<file path="config.mk">
export PLATFORM = sky130hd
export DESIGN_NAME = mux_bus_ctrl
export DESIGN_NICKNAME = d
export VERILOG_FILES = /design/src/rtl/mbc_pkg.sv /design/src/rtl/mbc_area_decode.sv /design/src/rtl/mbc_lane_map.sv /design/src/rtl/mbc_cycle_seq.sv /design/src/rtl/mux_bus_ctrl.sv
export SDC_FILE = /design/constraint.sdc
export NUM_CORES = 1
export LEC_CHECK = 0
export ABC_AREA = 1
export BUFFER_PORTS_ARGS = -buffer_cell sky130_fd_sc_hd__buf_4
export CAP_MARGIN = 10
export CORE_MARGIN = 3
export CORE_UTILIZATION = 35
export CTS_BUF_LIST = sky130_fd_sc_hd__clkbuf_4
export DETAILED_ROUTE_END_ITERATION = 8
export MAX_ROUTING_LAYER = met4
export SETUP_SLACK_MARGIN = 0.05
export SLEW_MARGIN = 15
export SYNTH_ARGS = -nofsm -noshare
export SYNTH_HDL_FRONTEND = slang
export SYNTH_SLANG_ARGS = --single-unit
</file>
<file path="constraint.sdc">
create_clock -name clk -period 3.29 [get_ports clk]
set_input_delay 0.658 -clock clk [delete_from_list [all_inputs] [get_ports clk]]
set_output_delay 0.658 -clock clk [all_outputs]
set_load 0.05 [all_outputs]
</file>
<file path="src/rtl/mbc_pkg.sv">
package mbc_pkg;

  localparam logic [1:0] WM_PROG = 2'd1;
  localparam logic [1:0] WM_EXT  = 2'd2;

  typedef struct packed {
    logic       wide;
    logic       three;
    logic [1:0] wmode;
    logic       awt;
    logic [1:0] dwt;
  } area_cfg_t;

  typedef struct packed {
    logic       wide;
    logic       three;
    logic       awt;
    logic [1:0] dwt;
    logic       ext_en;
  } eff_timing_t;

  typedef enum logic [2:0] {
    S_IDLE, S_ADDR, S_AWAIT, S_DSTART, S_DWAIT, S_DEND
  } seq_state_t;

  // Collapse raw settings into the timing actually applied.
  function automatic eff_timing_t resolve_timing(area_cfg_t c);
    eff_timing_t r;
    logic        prog;
    prog     = c.three && (c.wmode == WM_PROG || c.wmode == WM_EXT);
    r.wide   = c.wide;
    r.three  = c.three;
    r.awt    = prog & c.awt;
    r.dwt    = prog ? c.dwt : 2'd0;
    r.ext_en = c.three && (c.wmode == WM_EXT);
    return r;
  endfunction

endpackage

</file>
<file path="src/rtl/mbc_area_decode.sv">
module mbc_area_decode #(
  parameter int N  = 3,
  parameter int AW = 16,
  parameter int IW = 2
) (
  input  logic [AW-1:0]   addr,
  input  logic [N*AW-1:0] base,
  input  logic [N*AW-1:0] mask,
  output logic            hit,
  output logic [IW-1:0]   idx
);

  logic [N-1:0] match;

  generate
    for (genvar g = 0; g < N; g++) begin : g_cmp
      assign match[g] = ((addr ^ base[g*AW +: AW]) & mask[g*AW +: AW]) == '0;
    end
  endgenerate

  // Lowest index wins: scan downwards so the last assignment is the lowest.
  always_comb begin
    hit = |match;
    idx = '0;
    for (int i = N - 1; i >= 0; i--) begin
      if (match[i]) idx = IW'(i);
    end
  end

endmodule

</file>
<file path="src/rtl/mbc_lane_map.sv">
module mbc_lane_map #(
  parameter int DW = 16
) (
  input  logic          wide,
  input  logic          word,
  input  logic          sub,
  input  logic          a0,
  input  logic [DW-1:0] wdata,
  input  logic [DW-1:0] bus_in,
  output logic [DW-1:0] drive,
  output logic [DW-1:0] pick
);

  localparam int H = DW / 2;

  always_comb begin
    if (wide) begin
      if (word)    drive = wdata;
      else if (a0) drive = {{H{1'b0}}, wdata[H-1:0]};
      else         drive = {wdata[H-1:0], {H{1'b0}}};
    end else begin
      drive = {{H{1'b0}}, (word && !sub) ? wdata[DW-1:H] : wdata[H-1:0]};
    end
  end

  always_comb begin
    if (wide && word)  pick = bus_in;
    else if (wide)     pick = {{H{1'b0}}, a0 ? bus_in[H-1:0] : bus_in[DW-1:H]};
    else               pick = {{H{1'b0}}, bus_in[H-1:0]};
  end

endmodule

</file>
<file path="src/rtl/mbc_cycle_seq.sv">
module mbc_cycle_seq
  import mbc_pkg::*;
#(
  parameter int AW = 16,
  parameter int DW = 16
) (
  input  logic          clk,
  input  logic          rst_n,
  input  logic          req_valid,
  input  logic [AW-1:0] req_addr,
  input  logic          req_write,
  input  logic          req_word,
  input  logic [DW-1:0] req_wdata,
  input  logic          area_hit,
  input  eff_timing_t   sel_timing,
  input  logic          ext_wait,
  input  logic [DW-1:0] lane_pick,
  output logic          req_ready,
  output logic          rsp_valid,
  output logic          rsp_err,
  output logic [DW-1:0] rsp_rdata,
  output logic [AW-1:0] bus_addr,
  output logic          cur_word,
  output logic          cur_wide,
  output logic          cur_sub,
  output logic [DW-1:0] cur_wdata,
  output logic          as_o,
  output logic          rd_o,
  output logic          wr_o,
  output logic          oe_o
);

  localparam int H = DW / 2;

  seq_state_t    st;
  eff_timing_t   tim;
  logic [AW-1:0] addr_q;
  logic          write_q;
  logic          word_q;
  logic [DW-1:0] wdata_q;
  logic          sub_q;
  logic [1:0]    wcnt;
  logic [H-1:0]  hi_q;
  logic          split;
  logic          in_data;

  assign split = word_q && !tim.wide;

  always_ff @(posedge clk or negedge rst_n) begin
    if (!rst_n) begin
      st        <= S_IDLE;
      tim       <= '0;
      addr_q    <= '0;
      write_q   <= 1'b0;
      word_q    <= 1'b0;
      wdata_q   <= '0;
      sub_q     <= 1'b0;
      wcnt      <= '0;
      hi_q      <= '0;
      rsp_valid <= 1'b0;
      rsp_err   <= 1'b0;
      rsp_rdata <= '0;
    end else begin
      rsp_valid <= 1'b0;
      rsp_err   <= 1'b0;
      case (st)
        S_IDLE: begin
          if (req_valid) begin
            if (area_hit) begin
              st      <= S_ADDR;
              tim     <= sel_timing;
              addr_q  <= req_word ? {req_addr[AW-1:1], 1'b0} : req_addr;
              write_q <= req_write;
              word_q  <= req_word;
              wdata_q <= req_wdata;
              sub_q   <= 1'b0;
            end else begin
              rsp_valid <= 1'b1;
              rsp_err   <= 1'b1;
              rsp_rdata <= '0;
            end
          end
        end
        S_ADDR:   st <= tim.awt ? S_AWAIT : (tim.three ? S_DSTART : S_DEND);
        S_AWAIT:  st <= tim.three ? S_DSTART : S_DEND;
        S_DSTART: begin
          if (tim.dwt != 2'd0) begin
            st   <= S_DWAIT;
            wcnt <= tim.dwt;
          end else begin
            st <= S_DEND;
          end
        end
        S_DWAIT: begin
          if (wcnt == 2'd1) begin
            if (!(tim.ext_en && ext_wait)) st <= S_DEND;
          end else begin
            wcnt <= wcnt - 2'd1;
          end
        end
        S_DEND: begin
          if (split && !sub_q) begin
            sub_q <= 1'b1;
            hi_q  <= lane_pick[H-1:0];
            st    <= S_ADDR;
          end else begin
            st        <= S_IDLE;
            rsp_valid <= 1'b1;
            if (write_q)    rsp_rdata <= '0;
            else if (split) rsp_rdata <= {hi_q, lane_pick[H-1:0]};
            else            rsp_rdata <= lane_pick;
          end
        end
        default: st <= S_IDLE;
      endcase
    end
  end

  assign in_data   = (st == S_DSTART) || (st == S_DWAIT) || (st == S_DEND);
  assign as_o      = (st == S_ADDR) || (st == S_AWAIT);
  assign rd_o      = in_data && !write_q;
  assign wr_o      = in_data && write_q;
  assign oe_o      = as_o || wr_o;
  assign req_ready = (st == S_IDLE);
  assign bus_addr  = {addr_q[AW-1:1], addr_q[0] | sub_q};
  assign cur_word  = word_q;
  assign cur_wide  = tim.wide;
  assign cur_sub   = sub_q;
  assign cur_wdata = wdata_q;

endmodule

</file>
<file path="src/rtl/mux_bus_ctrl.sv">
module mux_bus_ctrl
  import mbc_pkg::*;
#(
  parameter int NUM_AREAS = 3,
  parameter int ADDR_W    = 16,
  parameter int DATA_W    = 16
) (
  input  logic                          clk,
  input  logic                          rst_n,
  input  logic                          req_valid,
  output logic                          req_ready,
  input  logic [ADDR_W-1:0]             req_addr,
  input  logic                          req_write,
  input  logic                          req_word,
  input  logic [DATA_W-1:0]             req_wdata,
  output logic                          rsp_valid,
  output logic                          rsp_err,
  output logic [DATA_W-1:0]             rsp_rdata,
  input  logic [NUM_AREAS*ADDR_W-1:0]   cfg_base,
  input  logic [NUM_AREAS*ADDR_W-1:0]   cfg_mask,
  input  logic [NUM_AREAS-1:0]          cfg_wide,
  input  logic [NUM_AREAS-1:0]          cfg_three,
  input  logic [2*NUM_AREAS-1:0]        cfg_wmode,
  input  logic [NUM_AREAS-1:0]          cfg_awt,
  input  logic [2*NUM_AREAS-1:0]        cfg_dwt,
  output logic [DATA_W-1:0]             bus_ad_out,
  output logic                          bus_ad_oe,
  input  logic [DATA_W-1:0]             bus_ad_in,
  output logic                          bus_as,
  output logic                          bus_rd,
  output logic                          bus_wr,
  input  logic                          bus_ext_wait
);

  localparam int IDX_W = (NUM_AREAS > 1) ? $clog2(NUM_AREAS) : 1;

  area_cfg_t         area_cfg [NUM_AREAS];
  logic              area_hit;
  logic [IDX_W-1:0]  area_idx;
  area_cfg_t         sel_cfg;
  eff_timing_t       sel_timing;
  logic [ADDR_W-1:0] bus_addr;
  logic              cur_word;
  logic              cur_wide;
  logic              cur_sub;
  logic [DATA_W-1:0] cur_wdata;
  logic [DATA_W-1:0] lane_drive;
  logic [DATA_W-1:0] lane_pick;

  generate
    for (genvar g = 0; g < NUM_AREAS; g++) begin : g_cfg
      assign area_cfg[g].wide  = cfg_wide[g];
      assign area_cfg[g].three = cfg_three[g];
      assign area_cfg[g].wmode = cfg_wmode[2*g +: 2];
      assign area_cfg[g].awt   = cfg_awt[g];
      assign area_cfg[g].dwt   = cfg_dwt[2*g +: 2];
    end
  endgenerate

  mbc_area_decode #(
    .N  (NUM_AREAS),
    .AW (ADDR_W),
    .IW (IDX_W)
  ) u_decode (
    .addr (req_addr),
    .base (cfg_base),
    .mask (cfg_mask),
    .hit  (area_hit),
    .idx  (area_idx)
  );

  assign sel_cfg    = area_cfg[area_idx];
  assign sel_timing = resolve_timing(sel_cfg);

  mbc_cycle_seq #(
    .AW (ADDR_W),
    .DW (DATA_W)
  ) u_seq (
    .clk        (clk),
    .rst_n      (rst_n),
    .req_valid  (req_valid),
    .req_addr   (req_addr),
    .req_write  (req_write),
    .req_word   (req_word),
    .req_wdata  (req_wdata),
    .area_hit   (area_hit),
    .sel_timing (sel_timing),
    .ext_wait   (bus_ext_wait),
    .lane_pick  (lane_pick),
    .req_ready  (req_ready),
    .rsp_valid  (rsp_valid),
    .rsp_err    (rsp_err),
    .rsp_rdata  (rsp_rdata),
    .bus_addr   (bus_addr),
    .cur_word   (cur_word),
    .cur_wide   (cur_wide),
    .cur_sub    (cur_sub),
    .cur_wdata  (cur_wdata),
    .as_o       (bus_as),
    .rd_o       (bus_rd),
    .wr_o       (bus_wr),
    .oe_o       (bus_ad_oe)
  );

  mbc_lane_map #(
    .DW (DATA_W)
  ) u_lanes (
    .wide   (cur_wide),
    .word   (cur_word),
    .sub    (cur_sub),
    .a0     (bus_addr[0]),
    .wdata  (cur_wdata),
    .bus_in (bus_ad_in),
    .drive  (lane_drive),
    .pick   (lane_pick)
  );

  always_comb begin
    if (bus_as)      bus_ad_out = DATA_W'(bus_addr);
    else if (bus_wr) bus_ad_out = lane_drive;
    else             bus_ad_out = '0;
  end

endmodule

</file>
# After elaboration in Yosys (flattened, before gate mapping)

Index checks and enable logic that the tools add are counted.

Bits of input ports: 171
Logic and storage cells: 119
Flip-flop bits (word level): 72
Output and inout port bits: 39

Eq/ne operators: 17
Multiplexer cells: 44
$lt $le $gt $ge: 1
Bitwise operators: 9
Reductions and logical operators: 31
$add $sub $neg: 1

Operators by type and width:

| kind                                                                  | number |
|---|---|
| 16-bit two-way mux                                                    | 11 |
| 16-bit AND                                                            | 3 |
| 16-bit zero test                                                      | 3 |
| 16-bit bitwise XOR                                                    | 3 |
| 16-bit case mux with 2 select lines                                   | 1 |
| 8-bit two-way mux                                                     | 3 |
| 3-bit two-way mux                                                     | 6 |
| 3-bit case mux with 6 select lines                                    | 1 |
| 7-bit binary-select mux with 2-bit select                             | 1 |
| 7-bit two-way mux                                                     | 2 |
| 2-bit two-way mux                                                     | 6 |
| 4-bit AND reduction                                                   | 3 |
| 1-bit two-way mux                                                     | 10 |
| 2-bit != test, second input constant                                  | 5 |
| 1-bit logical AND                                                     | 9 |
| 2-bit by 1-bit != test with 1-bit output, second input constant       | 4 |
| 3-bit by 2-bit equality test with 1-bit output, second input constant | 2 |
| 3-bit equality test, second input constant                            | 2 |
| 3-bit AND reduction                                                   | 2 |
| 2-bit nonzero test                                                    | 3 |
| 1-bit logical OR                                                      | 5 |
| 2-bit by 1-bit equality test with 1-bit output, second input constant | 2 |
| 1-bit case mux with 2 select lines                                    | 2 |
| 2-bit case mux with 2 select lines                                    | 1 |
| other kinds (11)                                                      | 13 |

# Logic depth before layout (Yosys ltp)

Gate-level depths: netlist of the first run.

Word-level depth: 14
Depth in mapped cells: 17
Mapped depth without buffers: 17

# Hierarchy

From an unflattened synthesis of the first run, not the netlist that was laid out.

Cell total of the unflattened synthesis: 869
Area, all modules: 5,383.9 µm²

By module, submodules not included:

| module          | times used | sequential area each (µm²) | cells each | area each (µm²) |
|---|---|---|---|---|
| mbc_cycle_seq   | 1          | 1,801.7                    | 409        | 3,335.7 |
| mbc_area_decode | 1          | 0.0                        | 242        | 968.4 |
| mbc_lane_map    | 1          | 0.0                        | 116        | 581.8 |
| mux_bus_ctrl    | 1          | 0.0                        | 102        | 498.0 |

# Worst setup path before layout of the first run

Ideal clock, no wire load.

Kind: register -> output
Start: register u_seq.st[0]
End: output port bus_ad_out[0]
Arrival: 2.192 ns
Stages on the path, launching flop included: 13
Required time: 2.632 ns
Buffers on the path: 1
Path slack: 0.440 ns
Path through: dfrtp_1 > nor2_1 > inv_2 > nor2_4 > inv_1 > nand2_1 > inv_2 > nand2_1 > nand2_1 > inv_2 > buf_6 > a31oi_1 > a21oi_1

Cells in the longest elaborated chain, start to end: 6
Elaborated cells between the ends (all ways): 11
Those cells by class: eq/ne: 5; mux: 2; reduce/logical: 4

RTL lines:

| item                                                                                         | line                 | text |
|---|---|---|
| from (decl)                                                                                  | mbc_cycle_seq.sv:35  | `seq_state_t st;` |
| from (signal assigned)                                                                       | mbc_cycle_seq.sv:84  | `S_ADDR: st <= tim.awt ? S_AWAIT : (tim.three ? S_DSTART : S_DEND);` |
| from (signal assigned)                                                                       | mbc_cycle_seq.sv:85  | `S_AWAIT: st <= tim.three ? S_DSTART : S_DEND;` |
| 3-bit by 2-bit equality test with 1-bit output / 3-bit equality test (equally long branches) | mbc_cycle_seq.sv:119 | `assign in_data = (st == S_DSTART) \|\| (st == S_DWAIT) \|\| (st == S_DEND);` |
| 1-bit logical OR                                                                             | mbc_cycle_seq.sv:119 |  |
| 1-bit logical OR *                                                                           | mbc_cycle_seq.sv:119 |  |
| 1-bit logical AND *                                                                          | mbc_cycle_seq.sv:122 | `assign wr_o = in_data && write_q;` |
| net bus_wr                                                                                   | mux_bus_ctrl.sv:31   | `output logic bus_wr,` |
| 16-bit two-way mux *                                                                         | mux_bus_ctrl.sv:120  | `else if (bus_wr) bus_ad_out = lane_drive;` |
| 16-bit two-way mux *                                                                         | mux_bus_ctrl.sv:119  | `if (bus_as) bus_ad_out = DATA_W'(bus_addr);` |
| to (decl)                                                                                    | mux_bus_ctrl.sv:26   | `output logic [DATA_W-1:0] bus_ad_out,` |

Mark *: on every way through the listed nets, which the timed path passes. The rest lies on a longest branch.

# Worst setup path after layout of the first run

Start: register u_seq.st[0]
End: output port bus_ad_out[0]

Cells in the longest elaborated chain, start to end: 6
Elaborated cells between the ends (all ways): 11
Those cells by class: eq/ne: 5; mux: 2; reduce/logical: 4

RTL lines:

| item                                                                                         | line |
|---|---|
| 3-bit by 2-bit equality test with 1-bit output / 3-bit equality test (equally long branches) | mbc_cycle_seq.sv:119 |
| 1-bit logical OR (2 in a row)                                                                | mbc_cycle_seq.sv:119 |
| 1-bit logical AND                                                                            | mbc_cycle_seq.sv:122 |
| 16-bit two-way mux                                                                           | mux_bus_ctrl.sv:120 |
| 16-bit two-way mux *                                                                         | mux_bus_ctrl.sv:119 |

Mark *: on every way between the ends. The rest lies on a longest branch, timed or not.

==> impl_metrics.json, run 1 <==
{
  "synth_compound_area_share_pct": 14.87,
  "synth_top_family_by_area": "simple AND/OR/NAND/NOR gates",
  "yosys.area_share.adder_pct": 0.5040,
  "routedWlPerCell_um": 14.49,
  "grt.overflow.total": 0,
  "swShare_pct": 46.02,
  "grt.total_usage_pct": 22.71,
  "ios": 210,
  "relSlewSlack_pct": 38.78,
  "synthMuxAreaShare_pct": 0,
  "die-area_sq_um": 15650,
  "peakVddDrop_v": 0.0002982,
  "htreeDepth": 3,
  "finalHoldViolCount": 0,
  "fillers": 1455,
  "final_cell_mix": "267 x nand2_1, 215 x buf_4, 116 x nor2_1",
  "grt_max_degree": 73,
  "hold_class": "primary input to async pin",
  "rows": 42,
  "vias": 5630,
  "grt_pass1_vias": 5524,
  "worst_pin_slew_ps": 918.2,
  "yosys.area.top_type": "dfrtp_1",
  "skew_ps": 22.91,
  "yosys_register_bits": 72,
  "worstSetupPathType": "flop to primary output",
  "cts.clk_slew.worst_paths_ps": 130,
  "hpwl_um": 13920,
  "layout_setup_ws_ps": 278.4,
  "core_area_sq_um": 13560,
  "endpoint_kind": "primary output",
  "register_area_sq_um": 1802,
  "wl_um": 16990,
  "drt_first_pass_iters": 4,
  "arrival_ps": 2350,
  "path_max_fanout": 17,
  "leakage_nw": 3.796,
  "crit_start": "u_seq.st[0]",
  "power.density_nw_per_um2": 605.9,
  "dpl_worst_slack_ps": 522.0,
  "p_int_mw": 2.252,
  "seq_power_share_pct": 30.9,
  "seq_area_frac_synth_pct": 36.29,
  "drv_slew": 0,
  "antenna_left": 0,
  "grt_pass1_wl_um": 27820,
  "r2r-end": "u_seq.rsp_rdata[0]",
  "nNetsFinal": 1164,
  "worst_ep_required_time_ps": 2630,
  "synth_nets": 959,
  "synth_cells": 786,
  "switching_power_mw": 1.920,
  "drv_cap": 0,
  "syn_to_final_growth_pct": 38.68,
  "tns_ps": 0,
  "die_height_um": 125.1,
  "drive_above_1_share_pct": 26.20,
  "fp.dieW_um": 125.1,
  "cts_buffer_depth": 2,
  "cts-root-buf": "clkbuf_4",
  "clockPowerShare_pct": 17.1,
  "cts-hold-fix-buffers": 0,
  "synth_area_leaders": "dfrtp_1 36%, nand2_1 20%, nor2_1 8.8%",
  "initial_utilization_pct": 36.62,
  "synth-simple-area-share_pct": 38.28,
  "rsz0062_at_grt": "false",
  "numCtsBuffers": 9,
  "reg2regPathDepth": 11,
  "final_common_cell": "nand2_1",
  "reg2reg_slack_ps": 1060,
  "fin_crit_ps": 3012,
  "max_freq_ghz": 0.3320,
  "gp_congestion": 0.8845,
  "multi_input_area_sq_um": 2669,
  "cp-start-kind": "flop",
  "setup_viol": 0,
  "endpoint": "bus_ad_out[0]",
  "drt_iter0_drc": 364,
  "vias_per_cell": 4.800,
  "synth_xor_xnor_area_share_pct": 0,
  "fin_crit_sh_pct": 91.54,
  "outcome": "complete, no violations",
  "clock_latency_ps": 450,
  "antenna_found_initial": 1,
  "cts_tree": "yes",
  "drc": 0,
  "cts_sinks": 72,
  "portBuffers": 209,
  "combPwrFrac_pct": 52.0,
  "yosysWarnings": 0,
  "synth.distinct_cells": 32,
  "r2r_start": "u_seq.cur_sub",
  "netlist_area_sq_um": 4965,
  "synth_area_per_cell_sq_um": 6.316,
  "yosysTopAreaCellShare_pct": 36.29
}
-- layout make-up --
type,count,share of cell area (%)
clock inverters,6,1.563
inverters,102,5.742
repair buffers,215,23.44
multi-input cells,591,38.76
clock buffers,10,1.090
diodes,1,0.03634
well taps,176,3.198
flip-flops and latches,72,26.17
-- sequential cells by signal, indices dropped and copies added (netlist names), 2 cells and up --
signal	cells
u_seq.hi_q	8
u_seq.cur_wdata	16
u_seq.st	3
u_seq.rsp_rdata	16
u_seq.tim	5
u_seq.wcnt	2
u_seq.addr_q	16
-- Yosys cell counts, drive strengths merged --
library cell,instances
nor3,4
o32ai,1
a31oi,2
a32o,15
clkinv,1
inv,101
o22ai,8
o21a,1
a211oi,1
o21bai,3
o21ai,82
clkbuf,7
buf,14
nand2,274
a21oi,9
nand3,57
nand4,1
o221ai,1
nor2,119
or2,9
o211ai,2
dfrtp,72
ha,2
-- worst max-delay path, cell delays in order (launching register included) --
cell	delay [ps]
dfrtp_1	470
nor2_1	140
inv_2	70
nor2_4	130
inv_1	90
nand2_1	80
inv_2	50
nand2_1	70
nand2_1	150
clkinv_4	170
a31oi_1	90
a21oi_1	170
buf_4	230
-- layer usage --
metal	vias up	track usage (%)	routed length [um]
li1	2910	-	-
met1	2495	29.24	7550
met2	200	36.19	8012
met3	25	4.478	1162
met4	0	7.270	268
met5	-	-	0
-- power groups by stage --
stage	clock (mW)	combinational, mW	sequential (mW)
2_1_floorplan	0	1.45	1.30
3_3_place_gp	0	2.15	1.30
3_5_place_dp	0	2.16	1.30
4_1_cts	0.733	2.16	1.29
5_1_grt	0.775	2.40	1.32
6_report	0.715	2.17	1.29
-- stage by stage --
| stage | cells | hold WS [ps] | cell area, sq um | power [mW] | utilization [%] |
|---|---|---|---|---|---|
| 3_3_place_gp | 1155 | 468.5 | 6675 | 3.454 | 49.23 |
| 5_1_grt | 1173 | 404.5 | 6885 | 4.496 | 50.78 |
| 4_1_cts | 1171 | 359.6 | 6858 | 4.183 | 50.58 |
| 2_1_floorplan | 786 | 362.4 | 4965 | 2.753 | - |
| 3_5_place_dp | 1155 | 471.5 | 6675 | 3.456 | 49.23 |
| 6_report | 1173 | 344.9 | 6885 | 4.172 | 50.78 |
-- how the worst min path moves through the flow --
stage	startpoint	to	slack (ps)	depth (start not counted)
3_5_place_dp	u_seq.addr_q[15]	u_seq.addr_q[15]	470	2
6_report	rst_n	u_seq.rsp_valid	340	1
4_1_cts	rst_n	u_seq.rsp_valid	360	1
5_1_grt	rst_n	u_seq.addr_q[12]	400	1
3_3_place_gp	u_seq.hi_q[0]	u_seq.hi_q[0]	470	2
2_1_floorplan	rst_n	u_seq.addr_q[0]	360	0
-- logic make-up after synthesis --
family	Yosys count
AND/OR/NAND/NOR	464
AO/OA/AOI/OAI	125
buffers and inverters	123
flip-flops	72
adder cells (fa/ha/maj)	2
-- repair_timing --
item,4_1_cts,5_1_grt
gates resized for setup,0,7
setup endpoints to repair,0,9
setup buffers,0,1
Power figures use the tool's default switching activity.
==> run 2: changes to the inputs <==
--- a/config.mk
+++ b/config.mk
@@ -6,13 +6,14 @@
 export NUM_CORES = 1
 export LEC_CHECK = 0
 export ABC_AREA = 1
-export BUFFER_PORTS_ARGS = -buffer_cell sky130_fd_sc_hd__buf_4
 export CAP_MARGIN = 10
 export CORE_MARGIN = 3
 export CORE_UTILIZATION = 35
 export CTS_BUF_LIST = sky130_fd_sc_hd__clkbuf_4
 export DETAILED_ROUTE_END_ITERATION = 8
+export DONT_BUFFER_PORTS = 1
 export MAX_ROUTING_LAYER = met4
+export RECOVER_POWER = 100
 export SETUP_SLACK_MARGIN = 0.05
 export SLEW_MARGIN = 15
 export SYNTH_ARGS = -nofsm -noshare
==> constraint.sdc (replaced) <==
create_clock -name clk -period 3.29 [get_ports clk]
set_input_delay 0.329 -clock clk [delete_from_list [all_inputs] [get_ports clk]]
set_output_delay 0.329 -clock clk [all_outputs]
set_load 0.05 [all_outputs]
==> run 2 against run 1 <==
Net effect: the flow now finishes with violations (capacitance limit, slew limit); core utilization decreased by 11 points; critical path depth decreased by 2; first-iteration DRC count decreased by 9.1%; clock power decreased by 18%; maximum frequency increased by 0.82%; largest power group unchanged.
==> impl_metrics.json, run 2 (synthesis gave the netlist of run 1 again) <==
{
  "cpMostUsedCell": "nand2_1",
  "core_area_sq_um": 13560,
  "drc": 0,
  "path_max_fanout": 17,
  "cts_buffer_depth": 2,
  "place_area_sq_um": 5136,
  "rows": 42,
  "cp_slowest_cell": "a32o_1",
  "cts_sinks": 72,
  "fin_crit_sh_pct": 90.79,
  "peakVddDrop_v": 0.0002575,
  "max_freq_ghz": 0.3348,
  "relSlewSlack_pct": -20.73,
  "initial_utilization_pct": 36.62,
  "vias": 4856,
  "finalHoldViolCount": 0,
  "post-cts-setup-buffers": 0,
  "skew_ps": 18.24,
  "fin_area_sq_um": 5420,
  "grt.overflow.total": 0,
  "clock_latency_ps": 430,
  "drt_first_pass_iters": 5,
  "gp_congestion": 0.8610,
  "die_height_um": 125.1,
  "cts.clk_slew.worst_paths_ps": 140,
  "endpoint_kind": "primary output",
  "htreeDepth": 3,
  "drive_above_1_share_pct": 5.831,
  "grt_max_degree": 73,
  "arrival_ps": 2660,
  "leakage_nw": 2.829,
  "cts-root-buf": "clkbuf_4",
  "antenna_found_initial": 2,
  "drv_cap": 1,
  "nNetsFinal": 974,
  "rsz0062_at_grt": "false",
  "die-area_sq_um": 15650,
  "antenna_left": 0,
  "violations": "capacitance limit, slew limit",
  "power.density_nw_per_um2": 681.0,
  "worst_pin_slew_ps": 1811,
  "setup_viol": 0,
  "portBuffers": 0,
  "cts_tree": "yes",
  "grt.total_usage_pct": 20.94,
  "grt_pass1_vias": 4865,
  "drt_iter0_drc": 331,
  "final_common_cell": "nand2_1",
  "numCtsBuffers": 9,
  "worstSetupPathType": "flop to primary output",
  "syn_to_final_growth_pct": 9.173,
  "tns_ps": 0,
  "drv_slew": 73,
  "cp_cell_sequence": "nor2_1, clkinv_1, nor2_4, inv_1, nand2_1, inv_1, nand2_1, nand2_1, inv_2, a32o_1",
  "final_cell_mix": "269 x nand2_1, 117 x nor2_1, 95 x inv_1",
  "wl_um": 15980,
  "cp-start-kind": "flop",
  "hold_ws_ps": 38.52,
  "outcome": "finished with violations",
  "ios": 210,
  "grt_pass1_wl_um": 25360,
  "max_stage_delay_ps": 620,
  "routedWlPerCell_um": 16.24,
  "hpwl_um": 12730,
  "worst_ep_required_time_ps": 2960,
  "vias_per_cell": 4.935,
  "fp.dieW_um": 125.1,
  "fin_crit_ps": 2987,
  "hold_class": "primary input to flop"
}
## run 2: changes by cell type in the layout (fill, tap and decap cells not counted), moves of 2 or more
cell	change
clkinv_4	+2
inv_1	+2
dlygate4sd3_1	+15
bufinv_16	-2
nand2_1	+2
nand2_2	-2
clkinv_1	+2
o21ai_1	-17
clkbuf_2	+4
o21ai_0	+17
buf_4	-210
clkinv_2	-2
## run 2: worst max-delay path: cells and delay by family, from the launching register on
family	cells	cell delay (ps)
compound gates	1	620
buf+inv	4	680
flops	1	470
simple gates	5	470
## run 2: final timing paths
kind                            cells after the start                  end  slack (ps)          from
worst max-delay path                               10       bus_ad_out[12]         300   u_seq.st[0]
worst min-delay path                                2   u_seq.cur_wdata[5]          40  req_wdata[5]
worst max register to register                      9         u_seq.tim[4]         400   u_seq.st[0]
worst min register to register                      2         u_seq.tim[0]         500  u_seq.tim[0]
max in group asynchronous                           2  u_seq.cur_wdata[15]        1290         rst_n
min in group asynchronous                           2  u_seq.rsp_rdata[10]         940         rst_n
## run 2: per-layer routing
metal  global-route usage [%]  routed length, um
met1                    26.22               6961
met2                    34.93               7826
met3                    4.094               1058
met4                    5.293                132
met5                        -                  0
## run 2: metrics by stage
stage / total power, mW / setup slack [ps] / util, % / std cells
floorplan: 2.753 / 769.1 / - / 786
global placement: 3.124 / 864.4 / 37.88 / 950
detailed placement: 3.123 / 861.7 / 37.88 / 950
CTS: 3.767 / 326.0 / 40.06 / 979
global route: 3.992 / 65.85 / 39.98 / 984
finish: 3.691 / 302.9 / 39.98 / 984
## run 2: final cells by class
type | count | area, sq um
fill | 1521 | 8138
inverter | 102 | 382.9
sequential | 72 | 1802
multi-input combinational | 591 | 2651
clock buffer | 9 | 67.56
tap | 176 | 220.2
timing repair buffer | 25 | 211.5
clock inverter | 7 | 80.08
antenna | 2 | 5.005
## run 2: timing repair
item	in CTS	in global routing
hold buffers	13	3
gates resized for setup	0	0
hold endpoints to repair	83	3
## run 2: power by group
group / switching (mW) / total, mW / internal (mW)
Sequential: 0.210 / 1.34 / 1.13
Combinational: 1.30 / 1.76 / 0.467
Clock: 0.349 / 0.586 / 0.237
Total: 1.86 / 3.69 / 1.84
==> run 3: changes to the inputs <==
--- a/config.mk
+++ b/config.mk
@@ -8,7 +8,7 @@
 export ABC_AREA = 1
 export CAP_MARGIN = 10
 export CORE_MARGIN = 3
-export CORE_UTILIZATION = 35
+export CORE_UTILIZATION = 45
 export CTS_BUF_LIST = sky130_fd_sc_hd__clkbuf_4
 export DETAILED_ROUTE_END_ITERATION = 8
 export DONT_BUFFER_PORTS = 1
==> run 3 against run 2 <==
Net effect: non-clock buffer count decreased by 17; flip-flop and latch count unchanged; cell count decreased by 5.9%; count of clock-buffer cells in the layout unchanged; global-route usage increased by 3.2 points; the run still ends with capacitance limit, slew limit left; total power increased by 1.0%; sequential share of layout area increased by 1.2 points; highest routed layer unchanged; critical endpoint is now bus_ad_out[5]; die area decreased by 21%; first-iteration DRC count increased by 6.0%.
==> impl_metrics.json, run 3 (synthesis gave the netlist of run 1 again) <==
{
  "tns_ps": 0,
  "grt.overflow.total": 0,
  "endpoint_kind": "primary output",
  "cts.clk_slew.worst_paths_ps": 140,
  "fillers": 1084,
  "rsz0062_at_grt": "false",
  "cp_cell_sequence": "nor2_1, inv_1, nor2_4, inv_1, nand2_1, inv_1, nand2_1, nand2_1, inv_2, a32o_1",
  "combPwrFrac_pct": 46.4,
  "grt.total_usage_pct": 24.16,
  "arrival_ps": 2640,
  "portBuffers": 0,
  "grt_pass1_vias": 4796,
  "power.density_nw_per_um2": 711.6,
  "drt_first_pass_iters": 7,
  "numCtsBuffers": 9,
  "ios": 210,
  "cts_tree": "yes",
  "die_height_um": 111.0,
  "wl_um": 14880,
  "cp-start-kind": "flop",
  "leakage_nw": 2.770,
  "cts_buffer_depth": 2,
  "max_stage_delay_ps": 630,
  "antenna_left": 0,
  "cts-root-buf": "clkbuf_4",
  "relSlewSlack_pct": -17.42,
  "vias_per_cell": 5.280,
  "drt_iter0_drc": 351,
  "worst_ep_required_time_ps": 2960,
  "final_cell_mix": "270 x nand2_1, 116 x nor2_1, 98 x inv_1",
  "dp.cells": 905,
  "fp.dieW_um": 111.0,
  "clockPowerShare_pct": 16.9,
  "drive_above_1_share_pct": 5.323,
  "violations": "capacitance limit, slew limit",
  "post-cts-setup-buffers": 0,
  "crit_buf_inv": 4,
  "gp_congestion": 0.8866,
  "max_freq_ghz": 0.3368,
  "fin_crit_sh_pct": 90.24,
  "routedWlPerCell_um": 16.07,
  "drv_slew": 73,
  "antenna_found_initial": 1,
  "syn_to_final_growth_pct": 5.570,
  "die-area_sq_um": 12330,
  "swShare_pct": 49.44,
  "finalHoldViolCount": 0,
  "htreeDepth": 3,
  "initial_utilization_pct": 47.24,
  "hpwl_um": 11930,
  "hold_class": "primary input to flop",
  "grt_pass1_wl_um": 23430,
  "vias": 4889,
  "final_common_cell": "nand2_1",
  "path_max_fanout": 17,
  "drv_cap": 1,
  "skew_ps": 19.52,
  "worstSetupPathType": "flop to primary output",
  "grt_max_degree": 73,
  "cts_sinks": 72,
  "drc": 0,
  "outcome": "finished with violations",
  "clock_latency_ps": 420,
  "cp_slowest_cell": "a32o_1",
  "crit_family": "buffers and inverters",
  "setup_viol": 0,
  "peakVddDrop_v": 0.0003545,
  "nNetsFinal": 957,
  "worst_pin_slew_ps": 1761,
  "fin_crit_ps": 2969,
  "stdcell_count": 926,
  "core_area_sq_um": 10510,
  "seq_power_share_pct": 36.7,
  "p_int_mw": 1.886,
  "switching_power_mw": 1.844,
  "rows": 37
}
[run 3: timing repair]
action,CTS,global route
hold buffers,2,2
endpoints found under the hold margin,72,2
resized for setup,0,1
endpoints found under the setup margin,0,7
[run 3: final timing paths]
kind,start,endpoint,slack (ps),cells after the start
max,u_seq.st[0],bus_ad_out[5],320,10
min,req_wdata[12],u_seq.cur_wdata[12],20,2
max reg2reg,u_seq.st[0],u_seq.tim[1],340,10
min reg2reg,u_seq.hi_q[3],u_seq.hi_q[3],500,2
max in group asynchronous,rst_n,u_seq.cur_word,1190,2
min in group asynchronous,rst_n,u_seq.rsp_valid,920,2
[run 3: routing by layer]
metal | vias up | share of wire, % | global-route usage [%]
met3 | 23 | 8.5 | 4.803
met5 | - | 0 | -
li1 | 2483 | - | -
met4 | 0 | 2.5 | 10.06
met1 | 2155 | 39 | 27.52
met2 | 228 | 50 | 41.59
[run 3: power groups by stage]
stage          Clock (mW)  Combinational [mW]  Sequential, mW
5_1_grt             0.689                1.90            1.40
6_report            0.631                1.73            1.37
4_1_cts             0.645                1.74            1.36
2_1_floorplan           0                1.45            1.30
3_5_place_dp            0                1.71            1.38
3_3_place_gp            0                1.68            1.38
[run 3: layout make-up]
cell class                      instances  area, sq um  area share [%]
Clock buffer                            9        67.56           1.289
Clock inverter                          7        96.34           1.838
Tap cell                              136        170.2           3.247
Sequential cell                        72         1803           34.40
Timing Repair Buffer                    8        62.56           1.194
Inverter                              102        382.9           7.305
Antenna cell                            1        2.502         0.04774
Multi-Input combinational cell        591         2656           50.68
[run 3: metrics by stage]
step | util (%) | total power [mW] | instance area, sq um | hold WS (ps) | setup slack (ps)
floorplan | - | 2.753 | 4965 | 33.41 | 769.1
global placement | 48.04 | 3.064 | 5049 | 34.93 | 786.9
detailed placement | 48.04 | 3.092 | 5049 | 34.94 | 674.6
CTS | 49.96 | 3.751 | 5250 | 0.4423 | 180.9
global route | 49.88 | 3.983 | 5241 | 0.8002 | 95.01
finish | 49.88 | 3.730 | 5241 | 20.97 | 321.1
